<file path="config.mk">
export PLATFORM = sky130hd
export DESIGN_NAME = irq_gate_ctrl
export DESIGN_NICKNAME = d
export VERILOG_FILES = /design/src/rtl/irq_pkg.sv /design/src/rtl/irq_mask_reg.sv /design/src/rtl/irq_pend_stage.sv /design/src/rtl/irq_vec_fsm.sv /design/src/rtl/irq_gate_ctrl.sv
export SDC_FILE = /design/constraint.sdc
export NUM_CORES = 1
export LEC_CHECK = 0
export BUFFER_PORTS_ARGS = -buffer_cell sky130_fd_sc_hd__buf_4
export CAP_MARGIN = 20
export CORE_ASPECT_RATIO = 1.75
export CORE_MARGIN = 2
export CORE_UTILIZATION = 46
export DETAILED_ROUTE_END_ITERATION = 8
export GPL_ROUTABILITY_DRIVEN = 0
export PLACE_DENSITY = 0.79
export SLEW_MARGIN = 20
export SYNTH_ARGS = -nofsm -noshare
export SYNTH_HDL_FRONTEND = slang
export SYNTH_SLANG_ARGS = --single-unit
</file>
<file path="constraint.sdc">
create_clock -name clk -period 2.35 [get_ports clk]
set_input_delay 0.47 -clock clk [delete_from_list [all_inputs] [get_ports clk]]
set_output_delay 0.47 -clock clk [all_outputs]
set_load 0.05 [all_outputs]
</file>
<file path="src/rtl/irq_pkg.sv">
package irq_pkg;
    localparam int NSRC        = 32;
    localparam int EVT_PER_SRC = 2;
    localparam int VEC_W       = 6;
    localparam logic [VEC_W-1:0] VEC_NONE = '0;
    localparam logic [VEC_W-1:0] VEC_ERR  = '1;

    typedef enum logic [1:0] {
        S_IDLE = 2'd0,
        S_REQ  = 2'd1,
        S_ERR  = 2'd2
    } irq_state_e;

    function automatic logic [VEC_W-1:0] lowest_code(input logic [NSRC-1:0] act);
        logic [VEC_W-1:0] code;
        code = VEC_NONE;
        for (int i = NSRC - 1; i >= 0; i--) begin
            if (act[i]) code = VEC_W'(i + 1);
        end
        return code;
    endfunction
endpackage

</file>
<file path="src/rtl/irq_mask_reg.sv">
module irq_mask_reg
    import irq_pkg::*;
#(
    parameter logic [NSRC-1:0] IMPL_MASK = 32'hFFFF_7FFF
) (
    input  logic            clk,
    input  logic            rst_n,
    input  logic            wr_i,
    input  logic            addr_i,
    input  logic [NSRC-1:0] wdata_i,
    input  logic [NSRC-1:0] pend_i,
    output logic [NSRC-1:0] mask_o,
    output logic [NSRC-1:0] clr_o,
    output logic [NSRC-1:0] rdata_o
);
    logic [NSRC-1:0] mask_q;
    logic            mask_wr;

    assign mask_wr = wr_i && (addr_i == 1'b0);

    always_ff @(posedge clk or negedge rst_n) begin
        if (!rst_n) begin
            mask_q <= '0;
        end else if (mask_wr) begin
            mask_q <= wdata_i & IMPL_MASK;
        end
    end

    // bits going from enabled to disabled in this write
    assign clr_o   = mask_wr ? (mask_q & ~wdata_i) : '0;
    assign mask_o  = mask_q;
    assign rdata_o = addr_i ? pend_i : mask_q;

    AST_MASK_WRITE: assert property (@(posedge clk) disable iff (!rst_n)
        (wr_i && !addr_i) |=> (mask_o == ($past(wdata_i) & IMPL_MASK)));
endmodule

</file>
<file path="src/rtl/irq_pend_stage.sv">
module irq_pend_stage
    import irq_pkg::*;
#(
    parameter logic [NSRC-1:0] IMPL_MASK = 32'hFFFF_7FFF
) (
    input  logic                        clk,
    input  logic                        rst_n,
    input  logic [NSRC*EVT_PER_SRC-1:0] evt_i,
    input  logic [NSRC-1:0]             mask_i,
    input  logic [NSRC-1:0]             clr_i,
    output logic [NSRC-1:0]             pend_o,
    output logic [NSRC-1:0]             act_o,
    output logic                        race_o
);
    logic [NSRC-1:0] evt_any;
    logic [NSRC-1:0] pend_q;
    logic [NSRC-1:0] pend_prev_q;

    for (genvar g = 0; g < NSRC; g++) begin : g_src
        if (IMPL_MASK[g]) begin : g_impl
            assign evt_any[g] = |evt_i[g*EVT_PER_SRC +: EVT_PER_SRC];
        end else begin : g_hole
            assign evt_any[g] = 1'b0;
        end
    end

    always_ff @(posedge clk or negedge rst_n) begin
        if (!rst_n) begin
            pend_q      <= '0;
            pend_prev_q <= '0;
        end else begin
            pend_q      <= evt_any;
            pend_prev_q <= pend_q;
        end
    end

    assign pend_o = pend_q;
    assign act_o  = pend_q & mask_i;
    // a source whose request has just started is being disabled
    assign race_o = |(clr_i & pend_q & ~pend_prev_q);

    AST_PEND_UNIMPL_ZERO: assert property (@(posedge clk) disable iff (!rst_n)
        ((pend_o & ~IMPL_MASK) == '0));
endmodule

</file>
<file path="src/rtl/irq_vec_fsm.sv">
module irq_vec_fsm
    import irq_pkg::*;
(
    input  logic             clk,
    input  logic             rst_n,
    input  logic [NSRC-1:0]  act_i,
    input  logic             race_i,
    input  logic             ack_i,
    output logic             req_o,
    output logic [VEC_W-1:0] vec_o
);
    irq_state_e       st_q, st_d;
    logic             err_q, err_d;
    logic [VEC_W-1:0] vec_q, vec_d;
    logic             any_act;

    assign any_act = |act_i;

    always_comb begin
        err_d = err_q;
        if (ack_i && st_q == S_ERR) err_d = 1'b0;
        if (race_i) err_d = 1'b1;
    end

    always_comb begin
        st_d = st_q;
        unique case (st_q)
            S_IDLE: begin
                if (any_act)    st_d = S_REQ;
                else if (err_d) st_d = S_ERR;
            end
            S_REQ: begin
                if (!any_act) st_d = err_d ? S_ERR : S_IDLE;
            end
            S_ERR: begin
                if (any_act)     st_d = S_REQ;
                else if (!err_d) st_d = S_IDLE;
            end
            default: st_d = S_IDLE;
        endcase
    end

    always_comb begin
        unique case (st_d)
            S_REQ:   vec_d = lowest_code(act_i);
            S_ERR:   vec_d = VEC_ERR;
            default: vec_d = VEC_NONE;
        endcase
    end

    always_ff @(posedge clk or negedge rst_n) begin
        if (!rst_n) begin
            st_q  <= S_IDLE;
            err_q <= 1'b0;
            vec_q <= VEC_NONE;
        end else begin
            st_q  <= st_d;
            err_q <= err_d;
            vec_q <= vec_d;
        end
    end

    always_comb begin
        req_o = (st_q != S_IDLE);
        vec_o = vec_q;
    end

    AST_REQ_MATCHES_VEC: assert property (@(posedge clk) disable iff (!rst_n)
        (req_o == (vec_o != VEC_NONE)));
    AST_NORMAL_VEC_RANGE: assert property (@(posedge clk) disable iff (!rst_n)
        (st_q == S_REQ) |-> (vec_o >= VEC_W'(1) && vec_o <= VEC_W'(NSRC)));
    AST_ERR_UNMASKABLE: assert property (@(posedge clk) disable iff (!rst_n)
        (err_q && !any_act && !(ack_i && st_q == S_ERR)) |=> (vec_o == VEC_ERR));
    AST_ACK_CLEARS_ERR: assert property (@(posedge clk) disable iff (!rst_n)
        (ack_i && st_q == S_ERR && !race_i) |=> !err_q);
endmodule

</file>
<file path="src/rtl/irq_gate_ctrl.sv">
module irq_gate_ctrl
    import irq_pkg::*;
#(
    parameter logic [31:0] IMPL_MASK = 32'hFFFF_7FFF
) (
    input  logic        clk,
    input  logic        rst_n,
    input  logic [63:0] evt_i,
    input  logic        reg_wr_i,
    input  logic        reg_addr_i,
    input  logic [31:0] reg_wdata_i,
    output logic [31:0] reg_rdata_o,
    input  logic        irq_ack_i,
    output logic        irq_req_o,
    output logic [5:0]  irq_vec_o
);
    logic [NSRC-1:0] mask_w;
    logic [NSRC-1:0] clr_w;
    logic [NSRC-1:0] pend_w;
    logic [NSRC-1:0] act_w;
    logic            race_w;

    irq_mask_reg #(.IMPL_MASK(IMPL_MASK)) u_mask (
        .clk     (clk),
        .rst_n   (rst_n),
        .wr_i    (reg_wr_i),
        .addr_i  (reg_addr_i),
        .wdata_i (reg_wdata_i),
        .pend_i  (pend_w),
        .mask_o  (mask_w),
        .clr_o   (clr_w),
        .rdata_o (reg_rdata_o)
    );

    irq_pend_stage #(.IMPL_MASK(IMPL_MASK)) u_pend (
        .clk    (clk),
        .rst_n  (rst_n),
        .evt_i  (evt_i),
        .mask_i (mask_w),
        .clr_i  (clr_w),
        .pend_o (pend_w),
        .act_o  (act_w),
        .race_o (race_w)
    );

    irq_vec_fsm u_fsm (
        .clk    (clk),
        .rst_n  (rst_n),
        .act_i  (act_w),
        .race_i (race_w),
        .ack_i  (irq_ack_i),
        .req_o  (irq_req_o),
        .vec_o  (irq_vec_o)
    );
endmodule

</file>
==> results of run 1 <==
worst paths after layout:
kind / from / endpoint / depth (start not counted)
worst max-delay path: u_mask.mask_o[11]$_DFFE_PN0P_ / u_fsm.vec_o[1]$_DFF_PN0_ / 11
worst min-delay path: rst_n / u_pend.pend_prev_q[27]$_DFF_PN0_ / 1
worst max register to register: u_mask.mask_o[11]$_DFFE_PN0P_ / u_fsm.vec_o[1]$_DFF_PN0_ / 11
worst min register to register: u_pend.pend_o[12]$_DFF_PN0_ / u_pend.pend_prev_q[12]$_DFF_PN0_ / 0
max in group asynchronous: rst_n / u_fsm.vec_o[5]$_DFF_PN0_ / 2
min in group clk: evt_i[42] / u_pend.pend_o[21]$_DFF_PN0_ / 2
layer usage:
| metal | GRT usage | vias up | share of wire |
|---|---|---|---|
| met1 | 0.270 | 1950 | 0.35 |
| met3 | 0.0281 | 46 | 0.036 |
| met5 | 0 | - | 0 |
| li1 | - | 1807 | - |
| met4 | 0.155 | 0 | 0.049 |
| met2 | 0.464 | 151 | 0.57 |
cell families (layout without fill, tap and decap cells):
kind of cell | count (synthesis) | in the layout
DFF | 102 | 102
AOI/OAI and AO/OA | 52 | 52
adders and majority gates | 2 | 2
muxes | 62 | 62
and+or+nand+nor | 125 | 125
buffers and inverters | 10 | 256
other | 1 | 1
Yosys cell counts, types with 2 or more instances:
cell       number  share of area
a22o_1          3         0.0059
dfrtp_1       102           0.57
mux2_1         13          0.033
nor2_1         10         0.0084
nor4bb_1       20          0.045
a32oi_1         3         0.0059
nor4_1          5         0.0070
o2111ai_1       2         0.0039
inv_1           2         0.0017
nor2b_1         2         0.0028
a21oi_1         6         0.0067
a22oi_1         9          0.015
a222oi_1        3         0.0067
nand4_1         4         0.0056
or3_1           2         0.0028
mux2_2         49           0.12
and2_1          4         0.0056
nand3_1         8         0.0089
nand2_1        32          0.027
o21ai_0         5         0.0056
a32o_1          3         0.0067
buf_1           5         0.0042
ha_1            2         0.0056
a31oi_1         2         0.0028
or2_2          32          0.045
a211oi_1        3         0.0050
registers in the layout, summed over array words and instances, names as in the netlist:
signal              count
u_mask.mask_o          31
u_pend.pend_o          31
u_pend.pend_prev_q     31
u_fsm.vec_o             6
u_fsm.st_q              2
u_fsm.err_q             1
area by class of cell:
type                    instances  share of cell area
repair buffers                238               0.262
well taps                     122              0.0220
inverters                       2             0.00144
clock inverters                 4             0.00650
clock buffers                  12              0.0370
multi-input cells             242               0.303
flip-flops and latches        102               0.368
power groups by stage:
stage / clock (mW) / sequential, mW / combinational (mW)
finish: 1.50 / 2.00 / 1.45
global route: 1.59 / 2.01 / 1.53
CTS: 1.51 / 1.99 / 1.41
detailed placement: 0 / 2.02 / 1.35
global placement: 0 / 2.01 / 1.32
floorplan: 0 / 2.08 / 0.638
worst max-delay path: stages (launching register included):
cell and delay [ps]:
dfrtp_1 390, nor4bb_2 190, buf_4 140, nor4_2 310, nand4_1 250, o41ai_4 300
buf_4 180, a221o_1 170, ha_4 160, nand2_4 70, a2111o_1 310, o32ai_2 200
through the flow:
stage	setup TNS (ps)	total power, mW	std cells	utilization
after global placement	-2160	3.33	694	0.668
after global routing	-2730	5.13	722	0.732
after CTS	-1340	4.91	719	0.720
after floorplan	-124	2.72	354	-
after detailed placement	-2780	3.37	694	0.668
final	-1990	4.95	722	0.732
cells in the final DEF (no fill, tap or decap), types with 5 or more instances in the layout:
master	n
or2_2	32
buf_6	5
nor4bb_1	15
buf_4	232
nor2_1	7
nand3_1	7
a22oi_1	7
mux2_1	13
nand2_1	31
clkbuf_16	9
mux2_2	49
dfrtp_1	102
timing repair:
| item | CTS | global route |
|---|---|---|
| pin swaps | 16 | 8 |
| hold buffers | 0 | 0 |
| setup buffers | 9 | 3 |
| resized for setup | 24 | 20 |
| setup endpoints to repair | 6 | 6 |
==> results.sh, run 1 <==
export IMPL_vias_per_cell=5.48
export IMPL_wl_per_cell_um=18.5
export IMPL_die_x_um=78.7
export IMPL_dp_slack_ps=-550
export IMPL_dieArea_um2=10600
export IMPL_fin_crit_sh=1.18
export IMPL_grt_pass1_vias=4153
export IMPL_drive_above_1_share=0.610
export IMPL_synthMuxAreaShare=0.156
export IMPL_synth_top_family_by_area="simple AND/OR/NAND/NOR gates"
export IMPL_rsz0062_at_grt="true"
export IMPL_critPathRequiredTime_ps=2600
export IMPL_ctsHtreeMaxLevel=3
export IMPL_period_minus_slack_ps=2760
export IMPL_hpwl_um=9590
export IMPL_switching_share=0.299
export IMPL_dpl_instance_area_um2=6320
export IMPL_yosys_area_share_xor_xnor=0
export IMPL_avgSynthCellArea_um2=12.7
export IMPL_cts_tree="built"
export IMPL_power_switching_mw=1.48
export IMPL_slew_violations=0
export IMPL_hp_class="in -> async"
export IMPL_port_buffers=135
export IMPL_vias=3954
export IMPL_num_antenna_cells=0
export IMPL_multiInputGateArea_um2=2100
export IMPL_grt_overflow_total=0
export IMPL_cp_max_fo=4
export IMPL_syn_inst=354
export IMPL_antenna_found_initial=0
export IMPL_hold_viol=0
export IMPL_clk_pin_slew_ps=70
export IMPL_seqPwrFrac=0.403
export IMPL_std_cell_rows=47
export IMPL_final_area_um2=6930
export IMPL_crit_type="reg -> reg"
export IMPL_setup_viol_count_final=6
export IMPL_core_area_um2=9470
export IMPL_grt_max_degree=46
export IMPL_outcome="finished, violations left"
export IMPL_root_buffer="clkbuf_16"
export IMPL_synth_simple_area_share=0.169
export IMPL_numCtsBuffers=9
export IMPL_drv_cap=0
export IMPL_r2r_slack_ps=-410
export IMPL_holdWs_ps=92.2
export IMPL_fin_nets=698
export IMPL_clockBufferDepth=2
export IMPL_synthArstFlopShare=1.00
export IMPL_cts_sinks=102
export IMPL_wl_um=13400
export IMPL_ant_nets=0
export IMPL_power_density_nw_per_um2=714
export IMPL_synth_edff_count=0
export IMPL_worstSetupStartpointType="flop"
export IMPL_slew_limit_headroom=0.570
export IMPL_clock_latency_ps=340
export IMPL_fillers=616
export IMPL_drt_iter0_markers=245
export IMPL_end_kind="flop"
export IMPL_fin_ws_ps=-412
export IMPL_drc=0
export IMPL_worstMarginPinSlew_ps=636
export IMPL_dieHeight_um=135
export IMPL_synthAdderAreaFrac=0.00557
export IMPL_boundaryPins=140
export IMPL_drt_pass1_iter_count=5
export IMPL_grt_pass1_wl_um=20200
export IMPL_ys_ff_latch=102
export IMPL_p_leak_nw=3.15
export IMPL_p_int_mw=3.47
export IMPL_synthFlopType="dfrtp_1"
export IMPL_violations="negative setup slack"
export IMPL_final_seq_area_um2=2550
export IMPL_fin_worst_skew_ps=6.38
export IMPL_synth_compound_area_frac=0.0906
export IMPL_start_util=0.474
export IMPL_yosysSeqAreaShare=0.569
export IMPL_grt_usage=0.252
export IMPL_p_clk_frac=0.304
export IMPL_timing_fmax_mhz=362
export IMPL_peakVddDrop_mv=0.684
export IMPL_critPathArrivalTime_ps=3020
export IMPL_ys_types=49
export IMPL_syn2layout_area_growth_pct=54.4
export IMPL_pwr_share_comb=0.293
export IMPL_yosysWarnings=0
export IMPL_syn_nets=457
export IMPL_syn_cell_area_um2=4490
No activity file was read; power rests on OpenSTA's default activity.
==> inputs of run 2 (changes only) <==
==> constraint.sdc (replaced) <==
create_clock -name clk -period 2.35 [get_ports clk]
set_input_delay 0.1175 -clock clk [delete_from_list [all_inputs] [get_ports clk]]
set_output_delay 0.1175 -clock clk [all_outputs]
set_load 0.05 [all_outputs]
==> run 2 against run 1 <==
Effect of this change:
- the run still ends with negative setup slack left
- first-iteration DRC count is 3.3% higher
- wire length grew 32%
- cell count is 8.7% higher
- count of clock-buffer cells in the layout rose by 1
- via count up 15%
- final area up 11%
- die area unchanged
- non-clock buffer count is 62 higher
- sequential power about the same
- highest routed layer unchanged
==> results.sh, run 2 (synthesized netlist as in run 1, its figures left out) <==
export IMPL_clockBufferDepth=2
export IMPL_r2r_cells=9
export IMPL_std_cell_rows=47
export IMPL_final_common_cell="buf_4"
export IMPL_drt_iter0_markers=253
export IMPL_final_cell_mix="227 x buf_4, 100 x dfrtp_1, 67 x dlygate4sd3_1, 49 x mux2_2, 32 x or2_2"
export IMPL_vias_per_cell=5.82
export IMPL_root_buffer="clkbuf_16"
export IMPL_port_buffers=135
export IMPL_violations="negative setup slack"
export IMPL_critPathArrivalTime_ps=3180
export IMPL_numCtsBuffers=9
export IMPL_crit_type="reg -> reg"
export IMPL_wl_per_cell_um=22.5
export IMPL_hp_class="in -> reg"
export IMPL_dp_cells=683
export IMPL_rsz0062_at_grt="true"
export IMPL_period_minus_slack_ps=2920
export IMPL_grt_overflow_total=0
export IMPL_reg2reg_from="u_pend.pend_o[22]$_DFF_PN0_"
export IMPL_path_delay_family="compound AO/OA/AOI/OAI gates"
export IMPL_clk_pin_slew_ps=70
export IMPL_crit_slowest_cell="a22oi_1"
export IMPL_die_x_um=78.7
export IMPL_fin_ws_ps=-573
export IMPL_cp_endpoint="u_fsm.vec_o[1]$_DFF_PN0_"
export IMPL_fin_worst_skew_ps=7.85
export IMPL_critPathMaxStageDelay_ps=510
export IMPL_fin_nets=760
export IMPL_clock_latency_ps=360
export IMPL_syn2layout_area_growth_pct=71.2
export IMPL_cp_cell_sequence="buf_4 > a22oi_1 > nand3_4 > nor2b_4 > nand4_1 > a221oi_2 > ha_2 > a2111o_1 > o32ai_2"
export IMPL_worstMarginPinSlew_ps=765
export IMPL_crit_buf_inv=1
export IMPL_hold_viol=0
export IMPL_drc=0
export IMPL_cp_max_fo=5
export IMPL_r2r_end="u_fsm.vec_o[1]$_DFF_PN0_"
export IMPL_cts_sinks=102
export IMPL_r2r_slack_ps=-570
export IMPL_slew_violations=0
export IMPL_final_setup_tns_ps=-3000
export IMPL_drv_cap=0
export IMPL_grt_max_degree=61
export IMPL_power_density_nw_per_um2=692
export IMPL_fillers=487
export IMPL_grt_usage=0.318
export IMPL_grt_pass1_wl_um=25000
export IMPL_ctsHtreeMaxLevel=3
export IMPL_core_area_um2=9470
export IMPL_drt_pass1_iter_count=5
export IMPL_wl_um=17600
export IMPL_vias=4565
export IMPL_critPathRequiredTime_ps=2610
export IMPL_peakVddDrop_mv=0.535
export IMPL_worstSetupStartpointType="flop"
export IMPL_end_kind="flop"
export IMPL_dieHeight_um=135
export IMPL_grt_pass1_vias=4865
export IMPL_fin_crit_sh=1.24
export IMPL_drive_above_1_share=0.566
export IMPL_cts_tree="built"
export IMPL_outcome="finished, violations left"
export IMPL_ant_nets=0
export IMPL_slew_limit_headroom=0.482
export IMPL_hpwl_um=9860
export IMPL_dieArea_um2=10600
export IMPL_crit_start="u_pend.pend_o[22]$_DFF_PN0_"
export IMPL_start_util=0.474
export IMPL_worst_path_stages=9
export IMPL_p_leak_nw=3.40
export IMPL_timing_fmax_mhz=342
export IMPL_setup_viol_count_final=6
export IMPL_antenna_found_initial=1
export IMPL_stdcell_count=785
export IMPL_boundaryPins=140
-- run 2: cell count changes in the layout (fill, tap and decap cells not counted), sizes merged --
cell and delta:
buf -5, clkinv -2, clkbuf +1, bufinv +1
diode +1, dlygate4sd3 +67
-- run 2: report_power, final --
part	switching [mW]	internal, mW
combinational	0.847	0.778
clock	0.644	1.02
sequential	0.128	1.90
total	1.62	3.70
-- run 2: worst min-delay path by stage --
stage | endpoint | cells after the start | from | slack (ps)
finish | u_mask.mask_o[27]$_DFFE_PN0P_ | 2 | reg_wdata_i[27] | 9
global route | u_mask.mask_o[29]$_DFFE_PN0P_ | 2 | reg_wdata_i[29] | 10
CTS | u_mask.mask_o[29]$_DFFE_PN0P_ | 2 | reg_wdata_i[29] | 2
detailed placement | u_pend.pend_o[29]$_DFF_PN0_ | 1 | rst_n | 140
global placement | u_pend.pend_o[27]$_DFF_PN0_ | 1 | rst_n | 130
floorplan | u_fsm.err_q$_DFF_PN0_ | 0 | rst_n | -180
-- run 2: worst register-to-register path: cells and delay by family, from the launching register on --
| family | cells | cell delay [ps] |
|---|---|---|
| AOI/OAI and AO/OA | 4 | 1360 |
| and+or+nand+nor | 3 | 550 |
| DFF | 1 | 400 |
| adders and majority gates | 1 | 350 |
| buffers and inverters | 1 | 160 |
-- run 2: per-layer routing --
metal,share of wire,GRT usage,routed length [µm]
met5,0,0,0
met4,0.080,0.221,1420
met3,0.061,0.0622,1080
met2,0.53,0.580,9440
met1,0.32,0.314,5710
-- run 2: cell type report --
class | count | area (µm²) | area share
clock inverters | 3 | 65.1 | 0.00847
inverters | 2 | 7.51 | 0.000977
repair buffers | 300 | 2450 | 0.319
well taps | 122 | 153 | 0.0199
diodes | 1 | 2.50 | 0.000326
multi-input cells | 242 | 2180 | 0.284
flip-flops and latches | 102 | 2550 | 0.333
clock buffers | 13 | 270 | 0.0352
-- run 2: repair_timing --
| action | in CTS | in global routing |
|---|---|---|
| hold endpoints to repair | 77 | 0 |
| pin swaps | 15 | 19 |
| hold buffers | 67 | 0 |
| setup endpoints to repair | 6 | 6 |
| gates resized for setup | 29 | 30 |
| gates cloned | 0 | 0 |
| setup buffers | 10 | 9 |
-- run 2: per-stage QoR --
| step | worst slack (ps) | utilization | hold WS (ps) | instance area [µm²] | power, mW |
|---|---|---|---|---|---|
| after global routing | -620 | 0.812 | 13.5 | 7680 | 5.46 |
| after detailed placement | -478 | 0.659 | 136 | 6240 | 3.35 |
| after floorplan | -113 | - | -178 | 4500 | 2.72 |
| final | -573 | 0.812 | 9.29 | 7680 | 5.32 |
| after CTS | -330 | 0.790 | 1.64 | 7480 | 5.16 |
| after global placement | -291 | 0.659 | 133 | 6240 | 3.32 |
==> inputs of run 3 (changes only) <==
==> constraint.sdc (replaced) <==
create_clock -name clk -period 2.52 [get_ports clk]
set_input_delay 0.126 -clock clk [delete_from_list [all_inputs] [get_ports clk]]
set_output_delay 0.126 -clock clk [all_outputs]
set_load 0.05 [all_outputs]
==> run 3 against run 2 <==
Effect of this change:
- the run still ends with negative setup slack left
- die area did not move
- core utilization down 2.0 points
- highest routed layer unchanged
- critical endpoint is now u_fsm.vec_o[0]$_DFF_PN0_
- largest cell class unchanged
- sequential cell count stayed put
- count of clock-buffer cells in the layout decreased by 2
- worst setup slack gained 250 ps
==> results.sh, run 3 (synthesized netlist as in run 1, its figures left out) <==
export IMPL_clock_latency_ps=360
export IMPL_setup_viol_count_final=6
export IMPL_rsz0062_at_grt="true"
export IMPL_holdWs_ps=5.07
export IMPL_drive_above_1_share=0.548
export IMPL_cts_tree="built"
export IMPL_drc=0
export IMPL_fin_ws_ps=-321
export IMPL_worstSetupStartpointType="flop"
export IMPL_port_buffers=135
export IMPL_core_area_um2=9470
export IMPL_timing_fmax_mhz=352
export IMPL_slew_violations=0
export IMPL_ant_nets=0
export IMPL_drt_iter0_markers=329
export IMPL_die_x_um=78.7
export IMPL_cts_sinks=102
export IMPL_vias_per_cell=5.62
export IMPL_numCtsBuffers=9
export IMPL_critPathRequiredTime_ps=2760
export IMPL_p_leak_nw=3.30
export IMPL_fin_nets=749
export IMPL_num_antenna_cells=0
export IMPL_grt_max_degree=61
export IMPL_p_total_mw=4.85
export IMPL_period_minus_slack_ps=2840
export IMPL_grt_overflow_total=0
export IMPL_slew_limit_headroom=0.617
export IMPL_ctsHtreeMaxLevel=3
export IMPL_root_buffer="clkbuf_16"
export IMPL_grt_pass1_vias=4752
export IMPL_final_cell_mix="220 x buf_4, 101 x dfrtp_1, 65 x dlygate4sd3_1, 49 x mux2_2, 32 x or2_2"
export IMPL_wl_um=15400
export IMPL_end_kind="flop"
export IMPL_grt_pass1_wl_um=23700
export IMPL_fin_crit_sh=1.13
export IMPL_dieArea_um2=10600
export IMPL_drv_cap=0
export IMPL_start_util=0.474
export IMPL_fin_worst_skew_ps=8.09
export IMPL_vias=4347
export IMPL_worstMarginPinSlew_ps=566
export IMPL_cp_max_fo=5
export IMPL_peakVddDrop_mv=0.509
export IMPL_dp_slack_ps=-386
export IMPL_critPathArrivalTime_ps=3080
export IMPL_dp_cells=679
export IMPL_stdcell_count=773
export IMPL_wl_per_cell_um=19.9
export IMPL_std_cell_rows=47
export IMPL_hp_class="in -> reg"
export IMPL_crit_type="reg -> reg"
export IMPL_power_density_nw_per_um2=647
export IMPL_final_setup_tns_ps=-1670
export IMPL_final_common_cell="buf_4"
export IMPL_grt_usage=0.295
export IMPL_hold_viol=0
export IMPL_dieHeight_um=135
export IMPL_outcome="finished, violations left"
export IMPL_boundaryPins=140
export IMPL_drt_pass1_iter_count=5
export IMPL_hpwl_um=9430
export IMPL_violations="negative setup slack"
export IMPL_clockBufferDepth=2
export IMPL_antenna_found_initial=0
export IMPL_syn2layout_area_growth_pct=67.0
export IMPL_clk_pin_slew_ps=70
## run 3: worst paths after layout
check / slack [ps] / endpoint / startpoint / depth (start not counted)
worst max-delay path: -320 / u_fsm.vec_o[0]$_DFF_PN0_ / u_pend.pend_o[10]$_DFF_PN0_ / 10
worst min-delay path: 5 / u_mask.mask_o[23]$_DFFE_PN0P_ / reg_wdata_i[23] / 2
worst max register to register: -320 / u_fsm.vec_o[0]$_DFF_PN0_ / u_pend.pend_o[10]$_DFF_PN0_ / 10
worst min register to register: 410 / u_pend.pend_prev_q[25]$_DFF_PN0_ / u_pend.pend_o[25]$_DFF_PN0_ / 0
max in group asynchronous: 1490 / u_mask.mask_o[10]$_DFFE_PN0P_ / rst_n / 3
min in group asynchronous: 300 / u_pend.pend_o[29]$_DFF_PN0_ / rst_n / 2
## run 3: area by class of cell
type | count | area (µm²)
clock buffer | 11 | 253
clock inverter | 5 | 81.3
fill | 533 | 1970
inverter | 2 | 7.51
multi-input combinational | 242 | 2090
sequential | 102 | 2550
tap | 122 | 153
timing repair buffer | 289 | 2360
## run 3: routing by layer
layer | vias to the layer above | share of wire | GRT usage | wire length, µm
met5 | - | 0 | 0 | 0
met4 | 0 | 0.050 | 0.158 | 767
met3 | 63 | 0.049 | 0.0475 | 753
met2 | 216 | 0.56 | 0.542 | 8560
met1 | 2169 | 0.35 | 0.316 | 5340
li1 | 1899 | - | - | -
## run 3: per-stage QoR
stage / util / cell area, µm²
2_1_floorplan: - / 4500
3_3_place_gp: 0.656 / 6210
3_5_place_dp: 0.656 / 6210
4_1_cts: 0.781 / 7390
5_1_grt: 0.792 / 7500
6_report: 0.792 / 7500
## run 3: critical path, stage by stage (launching register included)
cell	delay, ps
dfrtp_1	460
nor4bb_2	220
nor4_2	360
nand4_1	230
o41ai_2	330
buf_4	200
a221oi_2	70
ha_2	230
a211oi_4	250
o2111ai_2	180
and3_1	190
## run 3: where the power goes
part | internal (mW) | switching (mW)
logic | 0.683 | 0.730
registers | 1.77 | 0.113
clock network | 0.925 | 0.626
total | 3.38 | 1.47
## run 3: repair_timing
action	CTS	global route
buffers inserted	11	3
endpoints found under the hold margin	75	0
resized for setup	24	17
pin swaps	20	12
endpoints found under the setup margin	6	6
hold buffers	65	0
